===== src/rtl/seq_pkg.sv =====
package seq_pkg;
  localparam int STEP_W   = 3;
  localparam int NSRC     = 7;
  localparam int NLD      = 8;
  localparam int ALU_W    = 2;
  localparam logic [STEP_W-1:0] LAST_STEP = STEP_W'((1 << STEP_W) - 1);

  localparam int SRC_PC  = 0;
  localparam int SRC_MD  = 1;
  localparam int SRC_C   = 2;
  localparam int SRC_RA  = 3;
  localparam int SRC_RB  = 4;
  localparam int SRC_RC  = 5;
  localparam int SRC_IMM = 6;

  localparam int LD_MA  = 0;
  localparam int LD_PC  = 1;
  localparam int LD_MD  = 2;
  localparam int LD_IR  = 3;
  localparam int LD_A   = 4;
  localparam int LD_C   = 5;
  localparam int LD_RA  = 6;
  localparam int LD_CON = 7;

  typedef enum logic [ALU_W-1:0] {
    ALU_NONE = 2'd0,
    ALU_INC4 = 2'd1,
    ALU_ADD  = 2'd2,
    ALU_PASS = 2'd3
  } alu_op_e;
endpackage


===== src/rtl/seq_run_flag.sv =====
module seq_run_flag (
  input  logic clk,
  input  logic rst_n,
  input  logic start,
  input  logic stop_hit,
  output logic run
);
  logic run_d;

  always_comb begin
    run_d = run;
    if (start)         run_d = 1'b1;
    else if (stop_hit) run_d = 1'b0;
  end

  always_ff @(posedge clk or negedge rst_n) begin
    if (!rst_n) run <= 1'b0;
    else        run <= run_d;
  end


  start_sets_run_chk: assert property (@(posedge clk) disable iff (!rst_n)
    start |=> run);
endmodule


===== src/rtl/seq_step_ctr.sv =====
module seq_step_ctr
  import seq_pkg::*;
(
  input  logic              clk,
  input  logic              rst_n,
  input  logic              run,
  input  logic              hold,
  input  logic              last,
  output logic [STEP_W-1:0] step
);
  logic [STEP_W-1:0] step_d;
  logic              step_en;

  always_comb begin
    step_en = !(step == '0 && !run) && !hold;
    step_d  = last ? '0 : step + STEP_W'(1);
  end

  always_ff @(posedge clk or negedge rst_n) begin
    if (!rst_n)       step <= '0;
    else if (step_en) step <= step_d;
  end


  stall_hold_chk: assert property (@(posedge clk) disable iff (!rst_n)
    hold |=> step == $past(step));


  wrap_to_t0_chk: assert property (@(posedge clk) disable iff (!rst_n)
    (step == LAST_STEP && !hold) |=> step == '0);
endmodule


===== src/rtl/seq_decode.sv =====
module seq_decode
  import seq_pkg::*;
#(
  parameter int OP_W     = 5,
  parameter int OPC_NOP  = 0,
  parameter int OPC_LD   = 1,
  parameter int OPC_ST   = 3,
  parameter int OPC_BR   = 8,
  parameter int OPC_ADD  = 12,
  parameter int OPC_ADDI = 13,
  parameter int OPC_SHR  = 26,
  parameter int OPC_STOP = 31
) (
  input  logic              clk,
  input  logic              rst_n,
  input  logic [STEP_W-1:0] step,
  input  logic              run,
  input  logic [OP_W-1:0]   opcode,
  input  logic              rb_is_zero,
  input  logic              con_flag,
  input  logic              n_is_zero,
  input  logic              mem_done,
  output logic [NSRC-1:0]   bus_src,
  output logic [NLD-1:0]    reg_ld,
  output alu_op_e           alu_op,
  output logic              mem_rd,
  output logic              mem_wr,
  output logic              md_mem_ld,
  output logic              a_zero,
  output logic              n_ld_ir,
  output logic              n_ld_bus,
  output logic              n_dec,
  output logic              c_shr,
  output logic              hold,
  output logic              last,
  output logic              stop_hit
);
  localparam logic [OP_W-1:0] K_NOP  = OP_W'(OPC_NOP);
  localparam logic [OP_W-1:0] K_LD   = OP_W'(OPC_LD);
  localparam logic [OP_W-1:0] K_ST   = OP_W'(OPC_ST);
  localparam logic [OP_W-1:0] K_BR   = OP_W'(OPC_BR);
  localparam logic [OP_W-1:0] K_ADD  = OP_W'(OPC_ADD);
  localparam logic [OP_W-1:0] K_ADDI = OP_W'(OPC_ADDI);
  localparam logic [OP_W-1:0] K_SHR  = OP_W'(OPC_SHR);
  localparam logic [OP_W-1:0] K_STOP = OP_W'(OPC_STOP);

  always_comb begin
    bus_src = '0; reg_ld = '0; alu_op = ALU_NONE;
    mem_rd = 1'b0; mem_wr = 1'b0; md_mem_ld = 1'b0; a_zero = 1'b0;
    n_ld_ir = 1'b0; n_ld_bus = 1'b0; n_dec = 1'b0; c_shr = 1'b0;
    hold = 1'b0; last = 1'b0; stop_hit = 1'b0;
    case (step)
      3'd0: if (run) begin
        bus_src[SRC_PC] = 1'b1; reg_ld[LD_MA] = 1'b1; reg_ld[LD_C] = 1'b1;
        alu_op = ALU_INC4;
      end
      3'd1: begin
        mem_rd = 1'b1;
        if (mem_done) begin
          md_mem_ld = 1'b1; bus_src[SRC_C] = 1'b1; reg_ld[LD_PC] = 1'b1;
        end else hold = 1'b1;
      end
      3'd2: begin bus_src[SRC_MD] = 1'b1; reg_ld[LD_IR] = 1'b1; end
      3'd3: case (opcode)
        K_ADD, K_ADDI: begin bus_src[SRC_RB] = 1'b1; reg_ld[LD_A] = 1'b1; end
        K_LD, K_ST: begin
          reg_ld[LD_A] = 1'b1;
          if (rb_is_zero) a_zero = 1'b1;
          else            bus_src[SRC_RB] = 1'b1;
        end
        K_BR:   begin bus_src[SRC_RC] = 1'b1; reg_ld[LD_CON] = 1'b1; end
        K_SHR:  n_ld_ir = 1'b1;
        K_STOP: begin stop_hit = 1'b1; last = 1'b1; end
        K_NOP:  last = 1'b1;
        default: last = 1'b1;
      endcase
      3'd4: case (opcode)
        K_ADD: begin bus_src[SRC_RC] = 1'b1; reg_ld[LD_C] = 1'b1; alu_op = ALU_ADD; end
        K_ADDI, K_LD, K_ST: begin
          bus_src[SRC_IMM] = 1'b1; reg_ld[LD_C] = 1'b1; alu_op = ALU_ADD;
        end
        K_BR: begin
          last = 1'b1;
          if (con_flag) begin bus_src[SRC_RB] = 1'b1; reg_ld[LD_PC] = 1'b1; end
        end
        K_SHR: if (n_is_zero) begin bus_src[SRC_RC] = 1'b1; n_ld_bus = 1'b1; end
        default: last = 1'b1;
      endcase
      3'd5: case (opcode)
        K_ADD, K_ADDI: begin bus_src[SRC_C] = 1'b1; reg_ld[LD_RA] = 1'b1; last = 1'b1; end
        K_LD, K_ST:    begin bus_src[SRC_C] = 1'b1; reg_ld[LD_MA] = 1'b1; end
        K_SHR: begin bus_src[SRC_RB] = 1'b1; reg_ld[LD_C] = 1'b1; alu_op = ALU_PASS; end
        default: last = 1'b1;
      endcase
      3'd6: case (opcode)
        K_LD: begin
          mem_rd = 1'b1;
          if (mem_done) md_mem_ld = 1'b1;
          else          hold = 1'b1;
        end
        K_ST: begin bus_src[SRC_RA] = 1'b1; reg_ld[LD_MD] = 1'b1; end
        K_SHR: if (!n_is_zero) begin c_shr = 1'b1; n_dec = 1'b1; hold = 1'b1; end
        default: last = 1'b1;
      endcase
      default: begin
        last = 1'b1;
        case (opcode)
          K_LD:  begin bus_src[SRC_MD] = 1'b1; reg_ld[LD_RA] = 1'b1; end
          K_ST:  begin mem_wr = 1'b1; hold = !mem_done; end
          K_SHR: begin bus_src[SRC_C] = 1'b1; reg_ld[LD_RA] = 1'b1; end
          default: ;
        endcase
      end
    endcase
  end


  one_driver_chk: assert property (@(posedge clk) disable iff (!rst_n)
    $onehot0(bus_src));


  rd_wr_excl_chk: assert property (@(posedge clk) disable iff (!rst_n)
    !(mem_rd && mem_wr));


  idle_quiet_chk: assert property (@(posedge clk) disable iff (!rst_n)
    (step == '0 && !run) |-> (bus_src == '0 && reg_ld == '0 && !mem_rd));


  md_on_done_chk: assert property (@(posedge clk) disable iff (!rst_n)
    md_mem_ld |-> mem_done);
endmodule


===== src/rtl/bus_seq_top.sv =====
module bus_seq_top
  import seq_pkg::*;
#(
  parameter int OP_W     = 5,
  parameter int OPC_NOP  = 0,
  parameter int OPC_LD   = 1,
  parameter int OPC_ST   = 3,
  parameter int OPC_BR   = 8,
  parameter int OPC_ADD  = 12,
  parameter int OPC_ADDI = 13,
  parameter int OPC_SHR  = 26,
  parameter int OPC_STOP = 31
) (
  input  logic              clk,
  input  logic              rst_n,
  input  logic              start,
  input  logic [OP_W-1:0]   ir_opcode,
  input  logic              rb_is_zero,
  input  logic              con_flag,
  input  logic              n_is_zero,
  input  logic              mem_done,
  output logic [NSRC-1:0]   bus_src,
  output logic [NLD-1:0]    reg_ld,
  output logic [ALU_W-1:0]  alu_op,
  output logic              mem_rd,
  output logic              mem_wr,
  output logic              md_mem_ld,
  output logic              a_zero,
  output logic              n_ld_ir,
  output logic              n_ld_bus,
  output logic              n_dec,
  output logic              c_shr,
  output logic              running,
  output logic [STEP_W-1:0] step
);
  logic    hold, last, stop_hit, run;
  alu_op_e alu_e;

  seq_run_flag u_run (
    .clk(clk), .rst_n(rst_n), .start(start), .stop_hit(stop_hit), .run(run)
  );

  seq_step_ctr u_ctr (
    .clk(clk), .rst_n(rst_n), .run(run), .hold(hold), .last(last), .step(step)
  );

  seq_decode #(
    .OP_W(OP_W), .OPC_NOP(OPC_NOP), .OPC_LD(OPC_LD), .OPC_ST(OPC_ST),
    .OPC_BR(OPC_BR), .OPC_ADD(OPC_ADD), .OPC_ADDI(OPC_ADDI),
    .OPC_SHR(OPC_SHR), .OPC_STOP(OPC_STOP)
  ) u_dec (
    .clk(clk), .rst_n(rst_n), .step(step), .run(run), .opcode(ir_opcode),
    .rb_is_zero(rb_is_zero), .con_flag(con_flag), .n_is_zero(n_is_zero),
    .mem_done(mem_done), .bus_src(bus_src), .reg_ld(reg_ld), .alu_op(alu_e),
    .mem_rd(mem_rd), .mem_wr(mem_wr), .md_mem_ld(md_mem_ld), .a_zero(a_zero),
    .n_ld_ir(n_ld_ir), .n_ld_bus(n_ld_bus), .n_dec(n_dec), .c_shr(c_shr),
    .hold(hold), .last(last), .stop_hit(stop_hit)
  );

  assign alu_op  = alu_e;
  assign running = run;
endmodule


===== config.mk =====
export PLATFORM = sky130hd
export DESIGN_NAME = bus_seq_top
export DESIGN_NICKNAME = d
export VERILOG_FILES = /design/src/rtl/seq_pkg.sv /design/src/rtl/seq_run_flag.sv /design/src/rtl/seq_step_ctr.sv /design/src/rtl/seq_decode.sv /design/src/rtl/bus_seq_top.sv
export SDC_FILE = /design/constraint.sdc
export NUM_CORES = 1
export LEC_CHECK = 0
export ABC_AREA = 1
export BUFFER_PORTS_ARGS = -buffer_cell sky130_fd_sc_hd__buf_2
export CORE_ASPECT_RATIO = 1.25
export CORE_MARGIN = 2
export CORE_UTILIZATION = 40
export DETAILED_ROUTE_END_ITERATION = 8
export GPL_ROUTABILITY_DRIVEN = 0
export GPL_TIMING_DRIVEN = 0
export MAX_ROUTING_LAYER = met4
export PLACE_DENSITY = 0.78
export SYNTH_ARGS = -nofsm -noshare
export SYNTH_HDL_FRONTEND = slang
export SYNTH_SLANG_ARGS = --single-unit
export TNS_END_PERCENT = 30

===== constraint.sdc =====
create_clock -name clk -period 1.6 [get_ports clk]
set_clock_uncertainty 0.2 [all_clocks]
set_input_delay 0.08 -clock clk [delete_from_list [all_inputs] [get_ports clk]]
set_output_delay 0.08 -clock clk [all_outputs]
set_load 0.03 [all_outputs]

==> results_dict.tcl <==
set metrics [dict create \
    status "finished with violations" \
    failed_checks "setup timing" \
    tightest_slew_ns 0.3228 \
    fin_hold_ws_ns 0.1254 \
    period_share_pct 120.2 \
    power.switching_mw 1.484 \
    cts.sinks 4 \
    drv_slew 0 \
    start_util_pct 42.59 \
    vdd_ir_drop_max_mv 1.523 \
    hold_viol 0 \
    slew_headroom_pct 78.42 \
    multi_input_area_sq_um 812.0 \
    power_density_nw_per_um2 1682 \
    grt_pass1_vias 1041 \
    fin_nets 204 \
    synth_top_area_share_pct 14.98 \
    cap_violations 0 \
    dpl_cell_area_sq_um 1146 \
    drtIter0Drc 53 \
    dp_hpwl_mm 1.826 \
    syn-instance-count 123 \
    diodes 0 \
    cts-root-buf "clkbuf_4" \
    antenna_found_initial 0 \
    portBuffers 40 \
    drive_above_1_share_pct 65.59 \
    netSwitchingFraction_pct 55.35 \
    drc 0 \
    slowest_delay_ns 0.47 \
    synth_xor_area_share_pct 0 \
    synth_area_leader_cell "nand2_1" \
    synth_edf_count 0 \
    path_class "flop to output port" \
    p_int_mw 1.197 \
    firstDrtPassIters 4 \
    synth_compound_area_share_pct 10.65 \
    worstPathRequired_ns 1.32 \
    rows 17 \
    synth_async_sr_flop_share_pct 100.0 \
    nFillCells 77 \
    grt_usage_pct 27.61 \
    core_sq_um 1765 \
    numCtsBuffers 3 \
    fmax_mhz 520.2 \
    cts_buffer_depth 2 \
    htree_levels 1 \
    dieArea_sq_um 2245 \
    ff_latch_area_sq_um 103.9 \
    endpoint_kind "output port" \
    wl_per_cell_um 16.62 \
    die_h_um 52.48 \
    arrival_ns 1.64 \
    grt_overflow 0 \
    synthTopCellsByArea "nand2_1, dfrtp_1, ha_1" \
    die_x_um 42.78 \
    p_seq_share_pct 8.7 \
    ys_warn_count 0 \
    muxShareOfSynthArea_pct 0 \
    area_delta_synth_final_pct 112.0 \
    slowest_stage "dfrtp_2" \
    period_needed_ns 1.922 \
    routed_via_density 5.585 \
    antenna_left 0 \
    dr_total_vias 1145 \
    dpl_worst_slack_ns -0.2241 \
    yosysMostFrequentCell "nand2_1" \
    top_level_ports 41 \
    p_clk_share_pct 5.1 \
    synth_top_family_by_area "simple AND/OR/NAND/NOR gates" \
    finalSetupViolations 29 \
    clk_latency_ns 0.24 \
    avgSynthCellArea_sq_um 6.114 \
    synth-main-ff-cell "dfrtp_1" \
    hp-class "input port to flop" \
    cts_tree "built" \
    path_clk_slew_ns 0.04 \
    setup_tns_ns -5.090 \
    synth-simple-area-share_pct 52.75 \
    netlist-cell-type-count 28 \
    synth_nets 140 \
    cp_max_fo 6 \
    fin_area_sq_um 1594 \
    synth_area_sq_um 752.0 \
    comb_power_share_pct 86.3 \
    yosysSeqAreaShare_pct 13.31 \
    synthAdderAreaFrac_pct 8.319 \
    synth_commonest_cells "nand2_1, inv_1, nor2_1" \
    power.static_leakage_nw 0.8122 \
    crit_chain "inv_4 -> ha_4 -> nand2_8 -> nand3_4 -> nor2_4 -> nand2_1 -> o211ai_1 -> buf_4" \
    fin_ws_ns -0.3225 \
    grt_max_degree 11 \
    cp-start-kind "flop" \
    routed_wl_mm 3.407 \
    rsz0062_at_grt "true" \
    synth-seq-cells 4 \
    grt_pass1_wl_mm 4.498 \
]
[metal layers]
metal | share of wire, % | track usage, %
met5 | 0 | -
met4 | 5.9 | 15.10
met3 | 5.7 | 2.759
met2 | 54 | 52.53
met1 | 34 | 27.08
[area by class of cell]
type,count,share of cell area [%]
Inverter,23,6.672
Multi-Input combinational cell,93,50.94
Buffer,3,2.433
Clock buffer,4,1.648
Sequential cell,4,6.515
Tap cell,19,1.491
Timing Repair Buffer,59,30.30
[power groups by stage]
stage	logic [mW]	registers [mW]	clock network, mW
after floorplan	1.17	0.278	0
after global placement	1.54	0.218	0
after detailed placement	1.55	0.220	0
after CTS	2.01	0.230	0.143
after global routing	2.45	0.236	0.152
final	2.31	0.232	0.136
[state kept, by name (all words and copies together) (netlist names)]
name / count
u_run.run: 1
u_ctr.step: 3
[through the flow]
step	power, mW	utilization [%]	std cells
5_1_grt	2.836	90.29	205
2_1_floorplan	1.444	-	123
4_1_cts	2.388	84.12	197
6_report	2.681	90.29	205
3_3_place_gp	1.760	64.92	182
3_5_place_dp	1.771	64.92	182
[path summary, 6_finish.rpt]
path                          startpoint       endpoint  slack, ns  depth (start not counted)
min in group asynchronous          rst_n  u_ctr.step[2]       0.55                          3
setup / recovery           u_ctr.step[0]     bus_src[2]      -0.32                          8
hold / removal              ir_opcode[4]      u_run.run       0.13                          4
max in group asynchronous          rst_n  u_ctr.step[0]       0.46                          3
setup reg to reg           u_ctr.step[1]  u_ctr.step[2]      -0.19                          8
hold reg to reg            u_ctr.step[1]  u_ctr.step[1]       0.43                          2
[worst max-delay path, delay by kind of cell (launching register included)]
family                   cells  cell delay, ns
AND/OR/NAND/NOR              4            0.39
adder cells (fa/ha/maj)      1            0.18
buffers and inverters        2            0.27
flip-flops                   1            0.47
AO/OA/AOI/OAI                1            0.09
[placed cells by master (no fill, tap or decap), types with 4 or more instances in the layout]
master and instances:
nand2_1 26, buf_4 24, buf_6 17, buf_2 16, inv_1 10, inv_2 8
nand2_2 7, nor2_1 6, nor2_4 6, nand4_1 6, nand3_1 5, ha_4 5
nor2_2 4, nand3_2 4
[timing repair]
item | 4_1_cts | 5_1_grt
buffers inserted | 8 | 8
hold buffers | 3 | 0
setup endpoints to repair | 29 | 29
hold endpoints to repair | 5 | 0
resized for setup | 56 | 16
pin swaps | 13 | 13
[kinds of logic (layout without fill, tap and decap cells)]
group | count (synthesis) | after routing
AO/OA/AOI/OAI | 11 | 11
adder cells (fa/ha/maj) | 5 | 5
buffers and inverters | 26 | 89
flip-flops | 4 | 4
AND/OR/NAND/NOR | 77 | 77
(Power assumes the default switching activity.)
